[src/rtl/dma_arb_pkg.sv]
package dma_arb_pkg;
  // Byte distance between the two halves of a 32-bit transfer on a 16-bit bus.
  localparam int unsigned HALF_BYTE_STEP = 2;

  typedef enum logic {BEAT_LO = 1'b0, BEAT_HI = 1'b1} beat_e;
endpackage

[src/rtl/arb_rank_regs.sv]
module arb_rank_regs #(
  parameter int NM = 4,
  parameter int PW = 3
) (
  input  logic           clk,
  input  logic           rst_n,
  input  logic           wr,
  input  logic [NM*PW-1:0] wr_ranks,
  input  logic           apply,
  output logic [NM*PW-1:0] active
);
  logic [NM*PW-1:0] shadow;

  function automatic logic [NM*PW-1:0] reset_ranks();
    logic [NM*PW-1:0] r;
    r = '0;
    for (int i = 0; i < NM; i++) r[i*PW +: PW] = PW'(i);
    return r;
  endfunction

  always_ff @(posedge clk) begin
    if (!rst_n) begin
      shadow <= reset_ranks();
      active <= reset_ranks();
    end else begin
      if (wr)    shadow <= wr_ranks;
      if (apply) active <= shadow;
    end
  end
endmodule

[src/rtl/arb_pick.sv]
module arb_pick #(
  parameter int NM = 4,
  parameter int PW = 3,
  localparam int IW = (NM > 1) ? $clog2(NM) : 1
) (
  input  logic [NM-1:0]    elig,
  input  logic [NM*PW-1:0] ranks,
  output logic             any,
  output logic [IW-1:0]    win
);
  logic [PW-1:0] best;

  // Strict less-than keeps the lower index on a tie.
  always_comb begin
    any  = 1'b0;
    win  = '0;
    best = '1;
    for (int i = 0; i < NM; i++) begin
      if (elig[i] && (!any || ranks[i*PW +: PW] < best)) begin
        any  = 1'b1;
        best = ranks[i*PW +: PW];
        win  = IW'(i);
      end
    end
  end
endmodule

[src/rtl/arb_beat_seq.sv]
module arb_beat_seq
  import dma_arb_pkg::*;
#(
  parameter int NM = 4,
  parameter int AW = 16,
  parameter int BW = 16,
  localparam int WW = 2 * BW,
  localparam int IW = (NM > 1) ? $clog2(NM) : 1
) (
  input  logic          clk,
  input  logic          rst_n,
  input  logic          start,
  input  logic [IW-1:0] start_idx,
  input  logic          start_wide,
  input  logic [AW-1:0] start_addr,
  input  logic [WW-1:0] start_data,
  output logic          busy,
  output logic          last_beat,
  output logic          cur_wide,
  output beat_e         beat,
  output logic [NM-1:0] gnt,
  output logic [NM-1:0] dvalid,
  output logic [AW-1:0] addr_out,
  output logic [BW-1:0] data_out
);
  logic [IW-1:0] owner;
  logic [AW-1:0] addr_q;
  logic [WW-1:0] data_q;

  function automatic logic [NM-1:0] idx_to_mask(input logic [IW-1:0] idx);
    logic [NM-1:0] m;
    m = '0;
    for (int i = 0; i < NM; i++) m[i] = (idx == IW'(i));
    return m;
  endfunction

  function automatic logic [AW-1:0] upper_half_addr(input logic [AW-1:0] a);
    return a + AW'(HALF_BYTE_STEP);
  endfunction

  always_ff @(posedge clk) begin
    if (!rst_n) begin
      busy     <= 1'b0;
      beat     <= BEAT_LO;
      owner    <= '0;
      cur_wide <= 1'b0;
      addr_q   <= '0;
      data_q   <= '0;
      gnt      <= '0;
    end else begin
      gnt <= '0;
      if (start) begin
        busy     <= 1'b1;
        beat     <= BEAT_LO;
        owner    <= start_idx;
        cur_wide <= start_wide;
        addr_q   <= start_addr;
        data_q   <= start_data;
        gnt      <= idx_to_mask(start_idx);
      end else if (busy && !last_beat) begin
        beat <= BEAT_HI;
      end else begin
        busy <= 1'b0;
        beat <= BEAT_LO;
      end
    end
  end

  assign last_beat = busy && (!cur_wide || beat == BEAT_HI);
  assign dvalid    = busy ? idx_to_mask(owner) : '0;
  assign addr_out  = (beat == BEAT_HI) ? upper_half_addr(addr_q) : addr_q;
  assign data_out  = (beat == BEAT_HI) ? data_q[WW-1:BW] : data_q[BW-1:0];
endmodule

[src/rtl/dma_bus_arbiter.sv]
module dma_bus_arbiter
  import dma_arb_pkg::*;
#(
  parameter int NM = 4,
  parameter int AW = 16,
  parameter int PW = 3,
  parameter int BW = 16,
  localparam int WW = 2 * BW,
  localparam int IW = (NM > 1) ? $clog2(NM) : 1
) (
  input  logic             clk,
  input  logic             rst_n,
  input  logic [NM-1:0]    req_i,
  input  logic [NM-1:0]    wide_i,
  input  logic [NM*AW-1:0] addr_i,
  input  logic [NM*WW-1:0] wdata_i,
  input  logic             rank_wr_i,
  input  logic [NM*PW-1:0] rank_i,
  output logic [NM-1:0]    gnt_o,
  output logic [NM-1:0]    dvalid_o,
  output logic             bus_valid_o,
  output logic             bus_hi_o,
  output logic [AW-1:0]    bus_addr_o,
  output logic [BW-1:0]    bus_wdata_o
);
  // Named internal events, used by the bound checker.
  logic             busy;
  logic             last_beat;
  logic             cur_wide;
  logic             arb_point;
  logic             grant_now;
  logic [NM-1:0]    elig;
  logic [IW-1:0]    win;
  logic [NM*PW-1:0] ranks;
  beat_e            beat;

  assign arb_point = !busy || last_beat;
  assign elig      = req_i & ~gnt_o;

  arb_rank_regs #(.NM(NM), .PW(PW)) u_ranks (
    .clk      (clk),
    .rst_n    (rst_n),
    .wr       (rank_wr_i),
    .wr_ranks (rank_i),
    .apply    (arb_point),
    .active   (ranks)
  );

  logic any_elig;

  arb_pick #(.NM(NM), .PW(PW)) u_pick (
    .elig  (elig),
    .ranks (ranks),
    .any   (any_elig),
    .win   (win)
  );

  assign grant_now = arb_point && any_elig;

  arb_beat_seq #(.NM(NM), .AW(AW), .BW(BW)) u_seq (
    .clk        (clk),
    .rst_n      (rst_n),
    .start      (grant_now),
    .start_idx  (win),
    .start_wide (wide_i[win]),
    .start_addr (addr_i[win*AW +: AW]),
    .start_data (wdata_i[win*WW +: WW]),
    .busy       (busy),
    .last_beat  (last_beat),
    .cur_wide   (cur_wide),
    .beat       (beat),
    .gnt        (gnt_o),
    .dvalid     (dvalid_o),
    .addr_out   (bus_addr_o),
    .data_out   (bus_wdata_o)
  );

  assign bus_valid_o = busy;
  assign bus_hi_o    = (beat == BEAT_HI);
endmodule

[config.mk]
export PLATFORM = sky130hd
export DESIGN_NAME = dma_bus_arbiter
export DESIGN_NICKNAME = d
export VERILOG_FILES = /design/src/rtl/dma_arb_pkg.sv /design/src/rtl/arb_rank_regs.sv /design/src/rtl/arb_pick.sv /design/src/rtl/arb_beat_seq.sv /design/src/rtl/dma_bus_arbiter.sv
export SDC_FILE = /design/constraint.sdc
export NUM_CORES = 1
export LEC_CHECK = 0
export BUFFER_PORTS_ARGS = -buffer_cell sky130_fd_sc_hd__buf_2
export CAP_MARGIN = 10
export CORE_MARGIN = 5
export CORE_UTILIZATION = 40
export CTS_CLUSTER_DIAMETER = 50
export DETAILED_ROUTE_END_ITERATION = 10
export PLACE_DENSITY = 0.8
export SYNTH_ARGS = -nofsm -noshare
export SYNTH_HDL_FRONTEND = slang
export SYNTH_HIERARCHICAL = 1
export SYNTH_SLANG_ARGS = --single-unit
export TNS_END_PERCENT = 50
[constraint.sdc]
create_clock -name clk -period 4.5 [get_ports clk]
set_input_delay 0.9 -clock clk [delete_from_list [all_inputs] [get_ports clk]]
set_output_delay 0.9 -clock clk [all_outputs]
set_load 0.03 [all_outputs]
==> results of run 1 <==
repair_timing:
action | 4_1_cts | 5_1_grt
setup endpoints to repair | 0 | 48
setup buffers | 0 | 5
resized for setup | 0 | 7
logic make-up (layout without fill, tap and decap cells):
logic type | after synthesis | after routing | synth area share (%)
adders and majority gates | 6 | 6 | 1.398
buffers and inverters | 42 | 313 | 4.772
xor gates and xnor gates | 14 | 14 | 2.362
DFF | 81 | 81 | 31.24
and+or+nand+nor | 140 | 140 | 16.94
muxes | 142 | 142 | 39.84
AOI/OAI and AO/OA | 21 | 21 | 3.446
metrics by stage:
stage | std cells | hold slack (ps) | TNS, ps
global route | 889 | 501.3 | -2.652
floorplan | 446 | 441.3 | 0
detailed placement | 866 | 462.8 | -7318
finish | 889 | 473.4 | 0
CTS | 881 | 478.9 | 0
global placement | 866 | 458.8 | -3291
how the worst max path moves through the flow:
| stage | from | to | slack [ps] |
|---|---|---|---|
| floorplan | req_i[0] | u_seq/addr_q[10]$_SDFFE_PN0P_ | 20 |
| global placement | req_i[0] | u_seq/addr_q[13]$_SDFFE_PN0P_ | -100 |
| detailed placement | req_i[0] | u_seq/addr_q[13]$_SDFFE_PN0P_ | -200 |
| CTS | req_i[0] | u_seq/data_q[22]$_SDFFE_PN0P_ | 130 |
| global route | req_i[0] | u_seq/data_q[29]$_SDFFE_PN0P_ | -2 |
| finish | req_i[0] | u_seq/data_q[31]$_SDFFE_PN0P_ | 160 |
flip-flops by register name, indices dropped and copies added, names as in the netlist:
register        flops
u_seq/owner         2
u_seq/gnt           4
u_ranks/shadow     12
u_seq/addr_q       16
u_seq/beat          1
u_seq/cur_wide      1
u_seq/busy          1
u_seq/data_q       32
u_ranks/active     12
power breakdown:
| part | internal (mW) | switching (mW) |
|---|---|---|
| Sequential | 0.881 | 0.148 |
| Clock | 0.455 | 0.287 |
| Combinational | 0.948 | 0.875 |
| Total | 2.28 | 1.31 |
Yosys cell counts (all sizes together) (3+ instances only):
cell | number | share of area [%]
dfxtp | 81 | 31
xnor2 | 5 | 0.84
mux2 | 18 | 4.0
mux4 | 49 | 21
nor3 | 4 | 0.39
nand3 | 4 | 0.48
mux2i | 75 | 14
xor2 | 9 | 1.5
o21ai | 4 | 0.46
ha | 5 | 1.2
o21a | 3 | 0.43
inv | 12 | 0.87
buf | 22 | 3.3
nor4 | 3 | 0.72
and3 | 3 | 0.36
clkbuf | 8 | 0.58
nand2b | 8 | 0.96
nand4 | 4 | 1.3
nor2b | 72 | 8.7
nand2 | 18 | 1.3
a21oi | 3 | 0.29
nor2 | 13 | 0.94
area by class of cell:
cell class	instances	area (um^2)	area share, %
sequential	81	1622	22.61
clock inverter	3	40.04	0.5582
clock buffer	12	256.5	3.576
tap	172	215.2	3.000
timing repair buffer	286	1628	22.69
multi-input combinational	323	3367	46.94
inverter	12	45.04	0.6279
routing by layer:
layer / vias to the layer above / share of wire [%]
met5: - / 0
met4: 0 / 2.5
met3: 29 / 7.2
met2: 205 / 51
met1: 2131 / 39
li1: 2171 / -
critical path: stages:
cell and delay (ps):
sky130_fd_sc_hd__buf_2 80, sky130_fd_sc_hd__nor2b_4 160, sky130_fd_sc_hd__inv_1 70, sky130_fd_sc_hd__nor2_2 90
sky130_fd_sc_hd__nand2_1 80, sky130_fd_sc_hd__o21a_1 210, sky130_fd_sc_hd__ha_1 270, sky130_fd_sc_hd__o21ai_0 70
sky130_fd_sc_hd__a21oi_1 160, sky130_fd_sc_hd__nor2_2 70, sky130_fd_sc_hd__a31oi_4 180, sky130_fd_sc_hd__mux2_4 320
sky130_fd_sc_hd__ha_1 270, sky130_fd_sc_hd__o21a_1 170, sky130_fd_sc_hd__o2bb2ai_1 120, sky130_fd_sc_hd__nand2_1 120
sky130_fd_sc_hd__o221ai_4 110, sky130_fd_sc_hd__buf_8 190, sky130_fd_sc_hd__clkbuf_16 190, sky130_fd_sc_hd__mux4_2 500
sky130_fd_sc_hd__mux2i_1 160, sky130_fd_sc_hd__nor2b_1 70
==> results_dict.tcl, run 1 <==
set metrics [dict create \
    routed_wirelength_mm 16.19 \
    transition_at_the_pin_with_the_smallest_max_transition_slack_ps 979.2 \
    antenna-diode-count 0 \
    fin_crit_ps 4343 \
    cts_tree "built" \
    slew_violations 0 \
    clk_path_buf_depth 2 \
    layout.cells.most_common "sky130_fd_sc_hd__buf_2" \
    clock_insertion_delay_worst_skew_ps 340 \
    yosys_warnings 6 \
    crit_path_end_kind "flop" \
    synth_seq_cells 81 \
    core_um2 12670 \
    dpl.hpwl_mm 12.51 \
    count_of_endpoints_failing_hold_in_the_final_timing_report 0 \
    final_cell_area_um2 7173 \
    fin_ws_ps 156.7 \
    max-slew-margin-rel_pct 34.72 \
    numClockSinks 81 \
    drt-vias-per-instance 5.102 \
    via_count_of_the_first_global_routing_pass 4641 \
    grt_start_max_net_pins 80 \
    grt_use_met3_pct 5.177 \
    syn_to_final_growth_pct 38.18 \
    yosysSeqAreaShare_pct 31.24 \
    synthFlopType "sky130_fd_sc_hd__dfxtp_1" \
    cts-hold-fix-buffers 0 \
    drcViolationCount 0 \
    ctsRootBufferMaster "sky130_fd_sc_hd__clkbuf_16" \
    holdCritPathClass "flop to flop" \
    post_synth_edffs 0 \
    chipHeight_um 123.9 \
    worstPathArrival_ps 4570 \
    drt_antenna_net_count 0 \
    setup.reg_to_reg.worst_slack_ps 470 \
    setup_viol_count_final 0 \
    synthArstFlopShare_pct 0 \
    global_route.usage.total_pct 19.74 \
    run_status "finished, final reports clean" \
    fmax_mhz 230.2 \
    firstDrtPassIters 5 \
    final.period_utilization_pct 96.52 \
    rr_worst_depth 21 \
    synthDistinctLibCells 51 \
    power.static_leakage_nw 3.505 \
    critPathMaxFanout 9 \
    synth_fp_nets 666 \
    post-place-ws_ps -199.0 \
    grt_pass1_wl_mm 23.09 \
    p_total_mw 3.594 \
    power.ir.vdd_worst_mv 0.3099 \
    grtUsageMet1_pct 24.09 \
    path_class "input port to flop" \
    critical_path_required_ps 4730 \
    htree_num_levels 3 \
    reg2reg_to "u_seq/data_q[31]$_SDFFE_PN0P_" \
    fill_cells 1105 \
    cts-buffers-inserted 9 \
    timing.hold.worst.start "u_ranks/shadow[9]$_SDFFE_PN1P_" \
    die_w_um 123.9 \
    antenna_found_initial 0 \
    final_net_count 933 \
    vias 4536 \
    start_util_pct 40.97 \
    synth_instances 446 \
    finalWeightedCongestion 0.8488 \
    worstSetupStartpointType "input port" \
    max_cap_violations 0 \
    post_synth_instance_area_um2 5191 \
    whs_path_depth 2 \
    clock_skew_ps 6.744 \
    rows 41 \
    p_per_area_nw_per_um2 501.0 \
    grt_remaining_overflow 0 \
    grt_util_met2_pct 33.83 \
    final_cell_mix "sky130_fd_sc_hd__buf_2, sky130_fd_sc_hd__dfxtp_1, sky130_fd_sc_hd__mux2i_1" \
    detail_route.iter0.violations 306 \
    portBuffers 256 \
    grt_busiest_layer "met2" \
    design.die.area_um2 15360 \
    crit-reg2reg-launch "u_seq/gnt[0]$_SDFF_PN0_" \
    layout.core_utilization_pct 56.61 \
    wl_per_cell_um 18.21 \
    cts.clk_slew.worst_paths_ps 60 \
    floorplan.io_pins 257 \
    placement.cell_area_um2 6738 \
    timing.hold.worst_endpoint "u_ranks/shadow[9]$_SDFFE_PN1P_" \
    post_route_cells_drive_above_1_share_pct 53.97 \
    synth_area_per_cell_um2 11.64 \
]
No activity file was read; power rests on OpenSTA's default activity.
==> run 2: changes to the inputs <==
RECOVER_POWER = 25   (was unset)
==> results_dict.tcl, run 2 (synthesis gave the netlist of run 1 again) <==
set metrics [dict create \
    run_status "finished, final reports clean" \
    power.switching_mw 1.309 \
    grt_start_max_net_pins 80 \
    portBuffers 256 \
    power.share.sequential_pct 28.7 \
    post_route_cells_drive_above_1_share_pct 53.00 \
    max-slew-margin-rel_pct 34.07 \
    clk_path_buf_depth 2 \
    start_util_pct 40.97 \
    power.static_leakage_nw 3.478 \
    worstPathArrival_ps 4570 \
    critical_path_required_ps 4730 \
    multi_input_area_um2 3367 \
    antenna_found_initial 0 \
    grt_pass1_wl_mm 23.09 \
    max_cap_violations 0 \
    antenna-diode-count 0 \
    floorplan.io_pins 257 \
    numClockSinks 81 \
    post-place-ws_ps -199.0 \
    clock_skew_ps 6.396 \
    fill_cells 1105 \
    die_w_um 123.9 \
    via_count_of_the_first_global_routing_pass 4641 \
    fin_crit_ps 4341 \
    slew_violations 0 \
    holdCritPathClass "flop to flop" \
    fin_hold_ws_ps 474.3 \
    core_um2 12670 \
    final.period_utilization_pct 96.47 \
    largest_register_ff_count 32 \
    dpl.hpwl_mm 12.51 \
    drcViolationCount 0 \
    power.ir.vdd_worst_mv 0.3102 \
    internal_power_mw 2.281 \
    number_of_standard_cells_in_the_final_layout_excluding_fillers 889 \
    p_total_mw 3.590 \
    layout.core_utilization_pct 56.52 \
    final_cell_area_um2 7162 \
    syn_to_final_growth_pct 37.96 \
    fmax_mhz 230.4 \
    global_route.usage.total_pct 19.74 \
    crit_path_end_kind "flop" \
    ctsRootBufferMaster "sky130_fd_sc_hd__clkbuf_16" \
    path_class "input port to flop" \
    p_sw_share_pct 36.47 \
    transition_at_the_pin_with_the_smallest_max_transition_slack_ps 989.0 \
    chipHeight_um 123.9 \
    htree_num_levels 3 \
    largest_registers "u_seq/data_q (32), u_seq/addr_q (16)" \
    cts_tree "built" \
    wl_per_cell_um 18.26 \
    routed_wirelength_mm 16.23 \
    cts-buffers-inserted 9 \
    p_per_area_nw_per_um2 501.2 \
    drt-vias-per-instance 5.109 \
    registers.top_by_ff_count "u_seq/data_q" \
    worstSetupStartpointType "input port" \
    fin_ws_ps 158.9 \
    clock_insertion_delay_worst_skew_ps 340 \
    design.die.area_um2 15360 \
    regArea_um2 1622 \
    setup_viol_count_final 0 \
    cts.clk_slew.worst_paths_ps 60 \
    layout.cells.most_common "sky130_fd_sc_hd__buf_2" \
    drt_antenna_net_count 0 \
    placed_cells_incl_taps 866 \
    finalWeightedCongestion 0.8488 \
    detail_route.iter0.violations 298 \
    grt_remaining_overflow 0 \
    count_of_endpoints_failing_hold_in_the_final_timing_report 0 \
    rows 41 \
    power_frac_clock_pct 20.7 \
    vias 4542 \
    totalNegativeSetupSlack_ps 0 \
    final_cell_mix "sky130_fd_sc_hd__buf_2, sky130_fd_sc_hd__dfxtp_1, sky130_fd_sc_hd__mux2i_1" \
    combPwrFrac_pct 50.7 \
    final_net_count 933 \
    placement.cell_area_um2 6738 \
    critPathMaxFanout 9 \
    firstDrtPassIters 4 \
]
-- run 2: final cells by class --
class | count | area share [%]
Clock buffer | 12 | 3.581
Multi-Input combinational cell | 323 | 47.01
Clock inverter | 3 | 0.5590
Inverter | 12 | 0.6289
Timing Repair Buffer | 286 | 22.57
Sequential cell | 81 | 22.64
Tap cell | 172 | 3.005
-- run 2: worst paths after layout --
path                            slack, ps                           start                              to  cells past startpoint
worst max-delay path                  160                        req_i[0]   u_seq/data_q[31]$_SDFFE_PN0P_                     22
worst min-delay path                  470  u_ranks/shadow[9]$_SDFFE_PN1P_  u_ranks/shadow[9]$_SDFFE_PN1P_                      2
worst max register to register        470         u_seq/gnt[0]$_SDFF_PN0_   u_seq/data_q[31]$_SDFFE_PN0P_                     21
worst min register to register        470  u_ranks/shadow[9]$_SDFFE_PN1P_  u_ranks/shadow[9]$_SDFFE_PN1P_                      2
-- run 2: worst max-delay path: stages --
cell                        delay (ps)
sky130_fd_sc_hd__buf_2              80
sky130_fd_sc_hd__nor2b_4           160
sky130_fd_sc_hd__inv_1              70
sky130_fd_sc_hd__nor2_2             90
sky130_fd_sc_hd__nand2_1            80
sky130_fd_sc_hd__o21a_1            210
sky130_fd_sc_hd__ha_1              270
sky130_fd_sc_hd__o21ai_0            70
sky130_fd_sc_hd__a21oi_1           160
sky130_fd_sc_hd__nor2_2             70
sky130_fd_sc_hd__a31oi_4           180
sky130_fd_sc_hd__mux2_4            320
sky130_fd_sc_hd__ha_1              270
sky130_fd_sc_hd__o21a_1            170
sky130_fd_sc_hd__o2bb2ai_1         120
sky130_fd_sc_hd__nand2_1           120
sky130_fd_sc_hd__o221ai_4          110
sky130_fd_sc_hd__buf_8             190
sky130_fd_sc_hd__clkbuf_16         190
sky130_fd_sc_hd__mux4_2            500
sky130_fd_sc_hd__mux2i_1           160
sky130_fd_sc_hd__nor2b_1            70
-- run 2: routing by layer --
metal / GRT usage (%) / vias to the layer above / share of wire, %
met3: 5.177 / 28 / 6.5
li1: - / 2167 / -
met4: 6.708 / 0 / 2.4
met2: 33.83 / 197 / 52
met5: 0 / - / 0
met1: 24.09 / 2150 / 39
-- run 2: timing repair --
action	CTS	global route
gates resized for setup	0	7
buffers inserted	0	5
hold buffers	0	0
setup endpoints to repair	0	48
-- run 2: power groups by stage --
stage | combinational, mW | sequential [mW] | clock (mW)
2_1_floorplan | 1.30 | 1.01 | 0
3_3_place_gp | 1.71 | 1.03 | 0
3_5_place_dp | 1.74 | 1.04 | 0
4_1_cts | 1.74 | 1.03 | 0.764
5_1_grt | 1.95 | 1.05 | 0.799
6_report | 1.82 | 1.03 | 0.742
